==> config.mk <==
export PLATFORM = sky130hd
export DESIGN_NAME = pt_walker
export DESIGN_NICKNAME = d
export VERILOG_FILES = /design/src/rtl/pt_walker_pkg.sv /design/src/rtl/pt_walker_mode_dec.sv /design/src/rtl/pt_walker_addr_gen.sv /design/src/rtl/pt_walker_pte_eval.sv /design/src/rtl/pt_walker.sv
export SDC_FILE = /design/constraint.sdc
export NUM_CORES = 1
export LEC_CHECK = 0
export BUFFER_PORTS_ARGS = -buffer_cell sky130_fd_sc_hd__buf_2
export CAP_MARGIN = 15
export CORE_MARGIN = 2
export CORE_UTILIZATION = 51
export CTS_CLUSTER_DIAMETER = 30
export DETAILED_ROUTE_END_ITERATION = 16
export HOLD_SLACK_MARGIN = 0.06
export PLACE_DENSITY = 0.78
export SYNTH_ARGS = -nofsm -noshare
export SYNTH_HDL_FRONTEND = slang
export SYNTH_SLANG_ARGS = --single-unit
export TNS_END_PERCENT = 100
==> constraint.sdc <==
create_clock -name clk -period 4.3 [get_ports clk]
set_clock_uncertainty 0.2 [all_clocks]
set_input_delay 0.43 -clock clk [delete_from_list [all_inputs] [get_ports clk]]
set_output_delay 0.43 -clock clk [all_outputs]
set_load 0.005 [all_outputs]
==> src/rtl/pt_walker_pkg.sv <==
package pt_walker_pkg;

    localparam int PAGE_SHIFT = 12;
    localparam int PPN_LSB    = 10;
    localparam int SHIFT_W    = 6;

    localparam logic [2:0] MODE_BARE  = 3'd0;
    localparam logic [2:0] MODE_TWO   = 3'd1;
    localparam logic [2:0] MODE_THREE = 3'd2;
    localparam logic [2:0] MODE_FOUR  = 3'd3;

    localparam logic [1:0] PRIV_MACHINE = 2'b11;

    typedef struct packed {
        logic [2:0] levels;
        logic [3:0] idx_w;
        logic       pte8;
        logic       known;
    } geom_t;

    typedef enum logic [1:0] {
        ST_IDLE,
        ST_ISSUE,
        ST_WAIT,
        ST_RESP
    } wstate_e;

    function automatic geom_t mode_geom(input logic [2:0] m);
        geom_t g;
        g = '0;
        case (m)
            MODE_TWO:   g = '{levels: 3'd2, idx_w: 4'd10, pte8: 1'b0, known: 1'b1};
            MODE_THREE: g = '{levels: 3'd3, idx_w: 4'd9,  pte8: 1'b1, known: 1'b1};
            MODE_FOUR:  g = '{levels: 3'd4, idx_w: 4'd9,  pte8: 1'b1, known: 1'b1};
            default:    g = '0;
        endcase
        return g;
    endfunction

    function automatic logic [SHIFT_W-1:0] first_shift(input geom_t g);
        logic [SHIFT_W-1:0] lv;
        logic [SHIFT_W-1:0] w;
        lv = {{(SHIFT_W-3){1'b0}}, g.levels} - 6'd1;
        w  = {{(SHIFT_W-4){1'b0}}, g.idx_w};
        return lv * w;
    endfunction

endpackage

==> src/rtl/pt_walker_mode_dec.sv <==
module pt_walker_mode_dec
    import pt_walker_pkg::*;
(
    input  logic [2:0] mode,
    input  logic [1:0] cur_priv,
    input  logic       mprv,
    input  logic [1:0] prev_priv,
    output geom_t      geom,
    output logic       bypass,
    output logic       unsupported
);
    logic [1:0] eff_priv;

    always_comb begin
        eff_priv    = mprv ? prev_priv : cur_priv;
        geom        = mode_geom(mode);
        bypass      = (mode == MODE_BARE) || (eff_priv == PRIV_MACHINE);
        unsupported = !bypass && !geom.known;
    end
endmodule

==> src/rtl/pt_walker_addr_gen.sv <==
module pt_walker_addr_gen
    import pt_walker_pkg::*;
#(
    parameter int ADDR_W = 64
) (
    input  logic [ADDR_W-1:0]  vaddr,
    input  logic [ADDR_W-1:0]  base,
    input  logic [SHIFT_W-1:0] shift,
    input  logic [3:0]         idx_w,
    input  logic               pte8,
    output logic [ADDR_W-1:0]  pte_addr
);
    logic [ADDR_W-1:0] idx_mask;
    logic [ADDR_W-1:0] idx;

    always_comb begin
        idx_mask = (ADDR_W'(1) << idx_w) - ADDR_W'(1);
        idx      = (vaddr >> (PAGE_SHIFT + int'(shift))) & idx_mask;
        pte_addr = base + (pte8 ? (idx << 3) : (idx << 2));
    end
endmodule

==> src/rtl/pt_walker_pte_eval.sv <==
module pt_walker_pte_eval
    import pt_walker_pkg::*;
#(
    parameter int ADDR_W = 64,
    parameter int DATA_W = 64
) (
    input  logic [DATA_W-1:0]  raw,
    input  logic               pte8,
    input  logic [ADDR_W-1:0]  vaddr,
    input  logic [SHIFT_W-1:0] shift,
    output logic               valid,
    output logic               is_table,
    output logic [ADDR_W-1:0]  next_base,
    output logic [ADDR_W-1:0]  leaf_paddr
);
    localparam logic [ADDR_W-1:0] OFFSET_MASK = (ADDR_W'(1) << PAGE_SHIFT) - ADDR_W'(1);

    logic [DATA_W-1:0] pte;
    logic [ADDR_W-1:0] ppn;
    logic [ADDR_W-1:0] vpn;
    logic [ADDR_W-1:0] sp_mask;

    always_comb begin
        pte        = pte8 ? raw : DATA_W'(raw[31:0]);
        ppn        = ADDR_W'(pte >> PPN_LSB);
        valid      = pte[0];
        is_table   = pte[0] && (pte[3:1] == 3'b000);
        next_base  = ppn << PAGE_SHIFT;
        vpn        = vaddr >> PAGE_SHIFT;
        sp_mask    = (ADDR_W'(1) << shift) - ADDR_W'(1);
        leaf_paddr = ((ppn | (vpn & sp_mask)) << PAGE_SHIFT) | (vaddr & OFFSET_MASK);
    end
endmodule

==> src/rtl/pt_walker.sv <==
module pt_walker
    import pt_walker_pkg::*;
#(
    parameter int ADDR_W = 64,
    parameter int DATA_W = 64,
    parameter int PPN_W  = 44
) (
    input  logic              clk,
    input  logic              rst,
    input  logic              req_valid,
    output logic              req_ready,
    input  logic [ADDR_W-1:0] req_vaddr,
    input  logic [2:0]        req_mode,
    input  logic [PPN_W-1:0]  req_root,
    input  logic [1:0]        req_cur_priv,
    input  logic              req_mprv,
    input  logic [1:0]        req_prev_priv,
    output logic              mem_req_valid,
    output logic [ADDR_W-1:0] mem_req_addr,
    input  logic              mem_rsp_valid,
    input  logic [DATA_W-1:0] mem_rsp_data,
    output logic              rsp_valid,
    output logic [ADDR_W-1:0] rsp_paddr,
    output logic              rsp_fault
);
    wstate_e            state;
    logic [ADDR_W-1:0]  va_q;
    logic [ADDR_W-1:0]  base_q;
    logic [SHIFT_W-1:0] shift_q;
    logic [2:0]         lvl_q;
    logic [3:0]         idx_w_q;
    logic               pte8_q;
    logic [ADDR_W-1:0]  paddr_q;
    logic               fault_q;

    geom_t             geom;
    logic              bypass;
    logic              unsupported;
    logic [ADDR_W-1:0] pte_addr;
    logic              pte_valid;
    logic              pte_table;
    logic [ADDR_W-1:0] next_base;
    logic [ADDR_W-1:0] leaf_paddr;
    logic              accept;

    pt_walker_mode_dec u_dec (
        .mode        (req_mode),
        .cur_priv    (req_cur_priv),
        .mprv        (req_mprv),
        .prev_priv   (req_prev_priv),
        .geom        (geom),
        .bypass      (bypass),
        .unsupported (unsupported)
    );

    pt_walker_addr_gen #(.ADDR_W(ADDR_W)) u_agen (
        .vaddr    (va_q),
        .base     (base_q),
        .shift    (shift_q),
        .idx_w    (idx_w_q),
        .pte8     (pte8_q),
        .pte_addr (pte_addr)
    );

    pt_walker_pte_eval #(.ADDR_W(ADDR_W), .DATA_W(DATA_W)) u_eval (
        .raw        (mem_rsp_data),
        .pte8       (pte8_q),
        .vaddr      (va_q),
        .shift      (shift_q),
        .valid      (pte_valid),
        .is_table   (pte_table),
        .next_base  (next_base),
        .leaf_paddr (leaf_paddr)
    );

    assign accept        = (state == ST_IDLE) && req_valid;
    assign req_ready     = (state == ST_IDLE);
    assign mem_req_valid = (state == ST_ISSUE);
    assign mem_req_addr  = pte_addr;
    assign rsp_valid     = (state == ST_RESP);
    assign rsp_paddr     = paddr_q;
    assign rsp_fault     = fault_q;

    always_ff @(posedge clk) begin
        if (rst) begin
            state   <= ST_IDLE;
            va_q    <= '0;
            base_q  <= '0;
            shift_q <= '0;
            lvl_q   <= '0;
            idx_w_q <= '0;
            pte8_q  <= 1'b0;
            paddr_q <= '0;
            fault_q <= 1'b0;
        end else begin
            case (state)
                ST_IDLE: begin
                    if (accept) begin
                        va_q    <= req_vaddr;
                        base_q  <= ADDR_W'(req_root) << PAGE_SHIFT;
                        shift_q <= first_shift(geom);
                        lvl_q   <= geom.levels - 3'd1;
                        idx_w_q <= geom.idx_w;
                        pte8_q  <= geom.pte8;
                        if (bypass) begin
                            paddr_q <= req_vaddr;
                            fault_q <= 1'b0;
                            state   <= ST_RESP;
                        end else if (unsupported) begin
                            paddr_q <= '0;
                            fault_q <= 1'b1;
                            state   <= ST_RESP;
                        end else begin
                            paddr_q <= '0;
                            fault_q <= 1'b0;
                            state   <= ST_ISSUE;
                        end
                    end
                end
                ST_ISSUE: state <= ST_WAIT;
                ST_WAIT: begin
                    if (mem_rsp_valid) begin
                        if (!pte_valid) begin
                            paddr_q <= '0;
                            fault_q <= 1'b1;
                            state   <= ST_RESP;
                        end else if (pte_table) begin
                            if (lvl_q == 3'd0) begin
                                paddr_q <= '0;
                                fault_q <= 1'b1;
                                state   <= ST_RESP;
                            end else begin
                                base_q  <= next_base;
                                shift_q <= shift_q - {{(SHIFT_W-4){1'b0}}, idx_w_q};
                                lvl_q   <= lvl_q - 3'd1;
                                state   <= ST_ISSUE;
                            end
                        end else begin
                            paddr_q <= leaf_paddr;
                            fault_q <= 1'b0;
                            state   <= ST_RESP;
                        end
                    end
                end
                ST_RESP: state <= ST_IDLE;
                default: state <= ST_IDLE;
            endcase
        end
    end

    // Tracks a read that has been requested and not yet answered.
    logic rd_pending;
    always_ff @(posedge clk) begin
        if (rst) rd_pending <= 1'b0;
        else if (mem_req_valid) rd_pending <= 1'b1;
        else if (mem_rsp_valid) rd_pending <= 1'b0;
    end

    assert_one_outstanding_R10: assert property (@(posedge clk) disable iff (rst)
        mem_req_valid |-> !rd_pending);

    assert_read_pulse_R10: assert property (@(posedge clk) disable iff (rst)
        mem_req_valid |=> !mem_req_valid);

    assert_busy_after_accept_R11: assert property (@(posedge clk) disable iff (rst)
        (req_valid && req_ready) |=> !req_ready);

    assert_rsp_pulse_R11: assert property (@(posedge clk) disable iff (rst)
        rsp_valid |=> (!rsp_valid && req_ready));

    assert_bypass_R7: assert property (@(posedge clk) disable iff (rst)
        (req_valid && req_ready &&
         ((req_mode == 3'd0) || ((req_mprv ? req_prev_priv : req_cur_priv) == 2'b11)))
        |=> (rsp_valid && !rsp_fault && rsp_paddr == $past(req_vaddr)));

    assert_unsupported_R9: assert property (@(posedge clk) disable iff (rst)
        (req_valid && req_ready && (req_mode >= 3'd4) &&
         ((req_mprv ? req_prev_priv : req_cur_priv) != 2'b11))
        |=> (rsp_valid && rsp_fault));

    assert_invalid_entry_R6: assert property (@(posedge clk) disable iff (rst)
        (state == ST_WAIT && mem_rsp_valid && !mem_rsp_data[0]) |=> (rsp_valid && rsp_fault));

    assert_fault_zero_R5: assert property (@(posedge clk) disable iff (rst)
        (rsp_valid && rsp_fault) |-> (rsp_paddr == '0));
endmodule

==> flow_metrics.env <==
export IMPL_die_height_um=176.2
export IMPL_cts_root_buf="clkbuf_16"
export IMPL_grt_max_degree=96
export IMPL_wirelength_um=64980
export IMPL_slew_headroom_pct=36.20
export IMPL_hold_viol=0
export IMPL_cp_num_buf_inv=5
export IMPL_rows=63
export IMPL_worstHoldStart="req_root[41]"
export IMPL_antenna_found_initial=2
export IMPL_crit_family="compound AO/OA/AOI/OAI gates"
export IMPL_insertion_delay_ps=450
export IMPL_synth_seq_cells=195
export IMPL_p_total_uw=7302
export IMPL_powerDensity_nw_per_um2=343.4
export IMPL_viasPerCell=6.241
export IMPL_hold_end="base_q[53]$_SDFFE_PP0P_"
export IMPL_area_delta_synth_final_pct=40.67
export IMPL_start_kind="flip-flop"
export IMPL_synthFlopType="dfxtp_1"
export IMPL_syn_area_um2=15110
export IMPL_rsz0062_at_grt="yes"
export IMPL_ys_seq_area_share_pct=25.83
export IMPL_dr_pass1_iters=6
export IMPL_p_leak_uw=0.009265
export IMPL_synthCells=2012
export IMPL_grt_pass1_wl_um=96570
export IMPL_fin_crit_ps=5434
export IMPL_cts_buffers=17
export IMPL_endpoint_kind="output port"
export IMPL_syn_area_per_cell_um2=7.512
export IMPL_regArea_um2=3914
export IMPL_synth_async_reset_ratio_pct=0
export IMPL_die_area_um2=31030
export IMPL_die_x_um=176.2
export IMPL_synth_enable_flop_cells=0
export IMPL_crit_type="reg -> out"
export IMPL_cts_buffer_depth=2
export IMPL_grt_pass1_vias=17100
export IMPL_setup_viol_count_final=49
export IMPL_pre_cts_ws_ps=-909.4
export IMPL_multiInputGateArea_um2=11190
export IMPL_synth_cell_types=84
export IMPL_gp_congestion=1.011
export IMPL_vias=18550
export IMPL_start_util_pct=51.41
export IMPL_crit_required_ps=3670
export IMPL_critPathMaxStageDelay_ps=520
export IMPL_ys_warn_count=0
export IMPL_vdd_ir_drop_worst_mv=0.2724
export IMPL_nFillCells=2250
export IMPL_cts_max_level=4
export IMPL_grt_overflow=0
export IMPL_status="finished, violations left"
export IMPL_arrival_ps=4800
export IMPL_drc=0
export IMPL_cp_cell_sequence="buf_12, mux4_2, mux4_2, nor2_2, a211oi_2, a21oi_1, or2_4, nor2_4, ha_4, buf_6, nor2_4, o31ai_2, buf_4, o211ai_4, a21boi_4, o2111ai_4, a31oi_4, buf_6, mux2i_1, o311ai_1, buf_2"
export IMPL_r2r_slack_ps=410
export IMPL_final_nets=2811
export IMPL_ff2ff_path_depth=15
export IMPL_r2r_start="shift_q[0]$_SDFFE_PP0P_"
export IMPL_clock_sinks=195
export IMPL_dp_hpwl_um=46820
export IMPL_worstPathMaxFanout=5
export IMPL_r2r_end="rsp_paddr[30]$_SDFFE_PP0P_"
export IMPL_min_path_cells=3
export IMPL_hold_class="in -> reg"
export IMPL_violations="setup timing"
export IMPL_finish_utilization_pct=72.31
export IMPL_finalWorstSetupSlack_ps=-1134
export IMPL_cts_tree="yes"
export IMPL_maxCapViolCount=0
export IMPL_fin_hold_ws_ps=68.09
export IMPL_core_area_um2=29400
export IMPL_num_io_pins=316
export IMPL_post_route_cell_area_um2=21260
export IMPL_drive_above_1_share_pct=32.43
export IMPL_io_buffers=305
export IMPL_crit_slowest_cell="mux4_2"
export IMPL_fin_crit_sh_pct=126.4
export IMPL_drtIter0Drc=2283
export IMPL_max_freq_mhz=184.0
export IMPL_grt_usage_pct=39.89
export IMPL_crit_cells=21
export IMPL_postRouteAntennaNets=0
export IMPL_report_final_slew_viol_count=0
export IMPL_clkSlewWorstSetupHoldPaths_ps=80
export IMPL_wl_per_cell_um=21.86
export IMPL_tightest_slew_ps=957.1
export IMPL_placed_cell_area_um2=18480
[layer usage]
metal / wire, um / vias to the layer above / GRT usage (%) / share of wire, %
li1: - / 8433 / - / -
met1: 26790 / 8709 / 54.91 / 41
met2: 29280 / 1198 / 63.06 / 45
met3: 6418 / 205 / 7.257 / 9.9
met4: 2487 / 2 / 13.71 / 3.8
met5: 12 / - / 0 / 0.018
[state kept, by name, summed over array words and instances, names as in the netlist]
name,count
lvl_q,3
shift_q,6
idx_w_q,3
base_q,52
state,2
va_q,64
rsp_fault,1
rsp_paddr,64
[stage by stage]
step | std cells | setup TNS (ps)
2_1_floorplan | 2042 | -2947
3_3_place_gp | 2804 | -21390
3_5_place_dp | 2804 | -25530
4_1_cts | 2956 | -35730
5_1_grt | 2971 | -47200
6_report | 2972 | -39520
[synth_stat cells, types with 7 or more instances]
library cell / instances / area share (%)
a211oi_1: 48 / 2.4
a21o_1: 34 / 1.7
a21oi_1: 203 / 6.7
a221oi_1: 33 / 1.9
a22o_1: 12 / 0.70
a22oi_1: 7 / 0.35
a311oi_1: 40 / 2.3
a31oi_1: 16 / 0.66
and2_1: 13 / 0.54
and3_1: 8 / 0.33
buf_1: 15 / 0.37
buf_2: 21 / 0.70
buf_4: 11 / 0.55
clkbuf_1: 128 / 3.2
dfxtp_1: 195 / 26
ha_1: 55 / 4.6
inv_1: 42 / 1.0
mux2_2: 8 / 0.60
mux2i_1: 38 / 2.5
mux4_2: 54 / 8.0
nand2_1: 330 / 8.2
nand2b_1: 10 / 0.41
nand3_1: 50 / 1.7
nand4_1: 20 / 0.83
nor2_1: 214 / 5.3
nor2b_1: 13 / 0.54
nor3_1: 86 / 2.8
o211ai_1: 17 / 0.84
o21a_1: 8 / 0.40
o21ai_0: 109 / 3.6
o22ai_1: 14 / 0.58
xnor2_1: 29 / 1.7
xor2_1: 18 / 1.0
[worst max path at each step]
stage                                        from          endpoint  slack [ps]
after CTS                 shift_q[0]$_SDFFE_PP0P_  mem_req_addr[59]       -1030
final                     shift_q[0]$_SDFFE_PP0P_  mem_req_addr[57]       -1130
after global routing      shift_q[0]$_SDFFE_PP0P_  mem_req_addr[52]       -1300
after detailed placement  shift_q[0]$_SDFFE_PP0P_  mem_req_addr[58]        -910
after global placement    shift_q[0]$_SDFFE_PP0P_  mem_req_addr[56]        -790
after floorplan           shift_q[0]$_SDFFE_PP0P_  mem_req_addr[59]        -260
[worst min-delay path: cells and delay by family]
| family | cells | cell delay [ps] |
|---|---|---|
| AND/OR/NAND/NOR | 1 | 110 |
| AO/OA/AOI/OAI | 1 | 60 |
| buffers and inverters | 1 | 80 |
[report_power, final]
part           total [uW]  internal (uW)  switching [uW]  leakage (uW)
clock                1730            854             873      0.000298
combinational        3400           1450            1950       0.00736
sequential           2180           2000             172       0.00161
total                7300           4310            2990       0.00926
[repair_timing]
| action | in CTS | in global routing |
|---|---|---|
| setup endpoints to repair | 50 | 50 |
| hold endpoints to repair | 87 | 0 |
| buffers inserted | 34 | 18 |
| hold buffers | 87 | 0 |
| gates resized for setup | 96 | 97 |
| pin swaps | 54 | 68 |
| gates cloned | 1 | 0 |
[layout make-up]
class                           instances  area share (%)
Timing Repair Buffer                  685           22.96
Clock inverter                         15          0.9533
Inverter                               43          0.7591
Clock buffer                           17           2.001
Multi-Input combinational cell       1626           52.61
Tap cell                              390           2.295
Sequential cell                       195           18.41
Antenna cell                            1         0.01177
[cell families (layout without fill, tap and decap cells)]
logic type,count (synthesis),count (layout),synth area share (%)
multiplexers,100,100,11.16
buffers and inverters,221,760,6.084
XOR/XNOR,47,47,2.723
flip-flops,195,195,25.83
other,1,32,0.02481
AO/OA/AOI/OAI,606,606,26.50
adder cells (fa/ha/maj),59,59,5.083
AND/OR/NAND/NOR,783,783,22.60
[cell usage in the layout (no fill, tap or decap), types with 19 or more instances in the layout]
cell,n
dfxtp_1,189
a21oi_1,184
nand4_1,20
nand2_1,323
buf_2,304
a311oi_1,39
a21o_1,34
xnor2_1,19
a211oi_1,45
conb_1,31
a221oi_1,32
mux2i_1,29
ha_1,49
o21ai_0,94
buf_6,38
mux4_2,54
nand3_1,46
nor3_1,82
buf_4,245
nor2_1,197
inv_1,42
dlygate4sd3_1,87
Power figures use the tool's default switching activity.
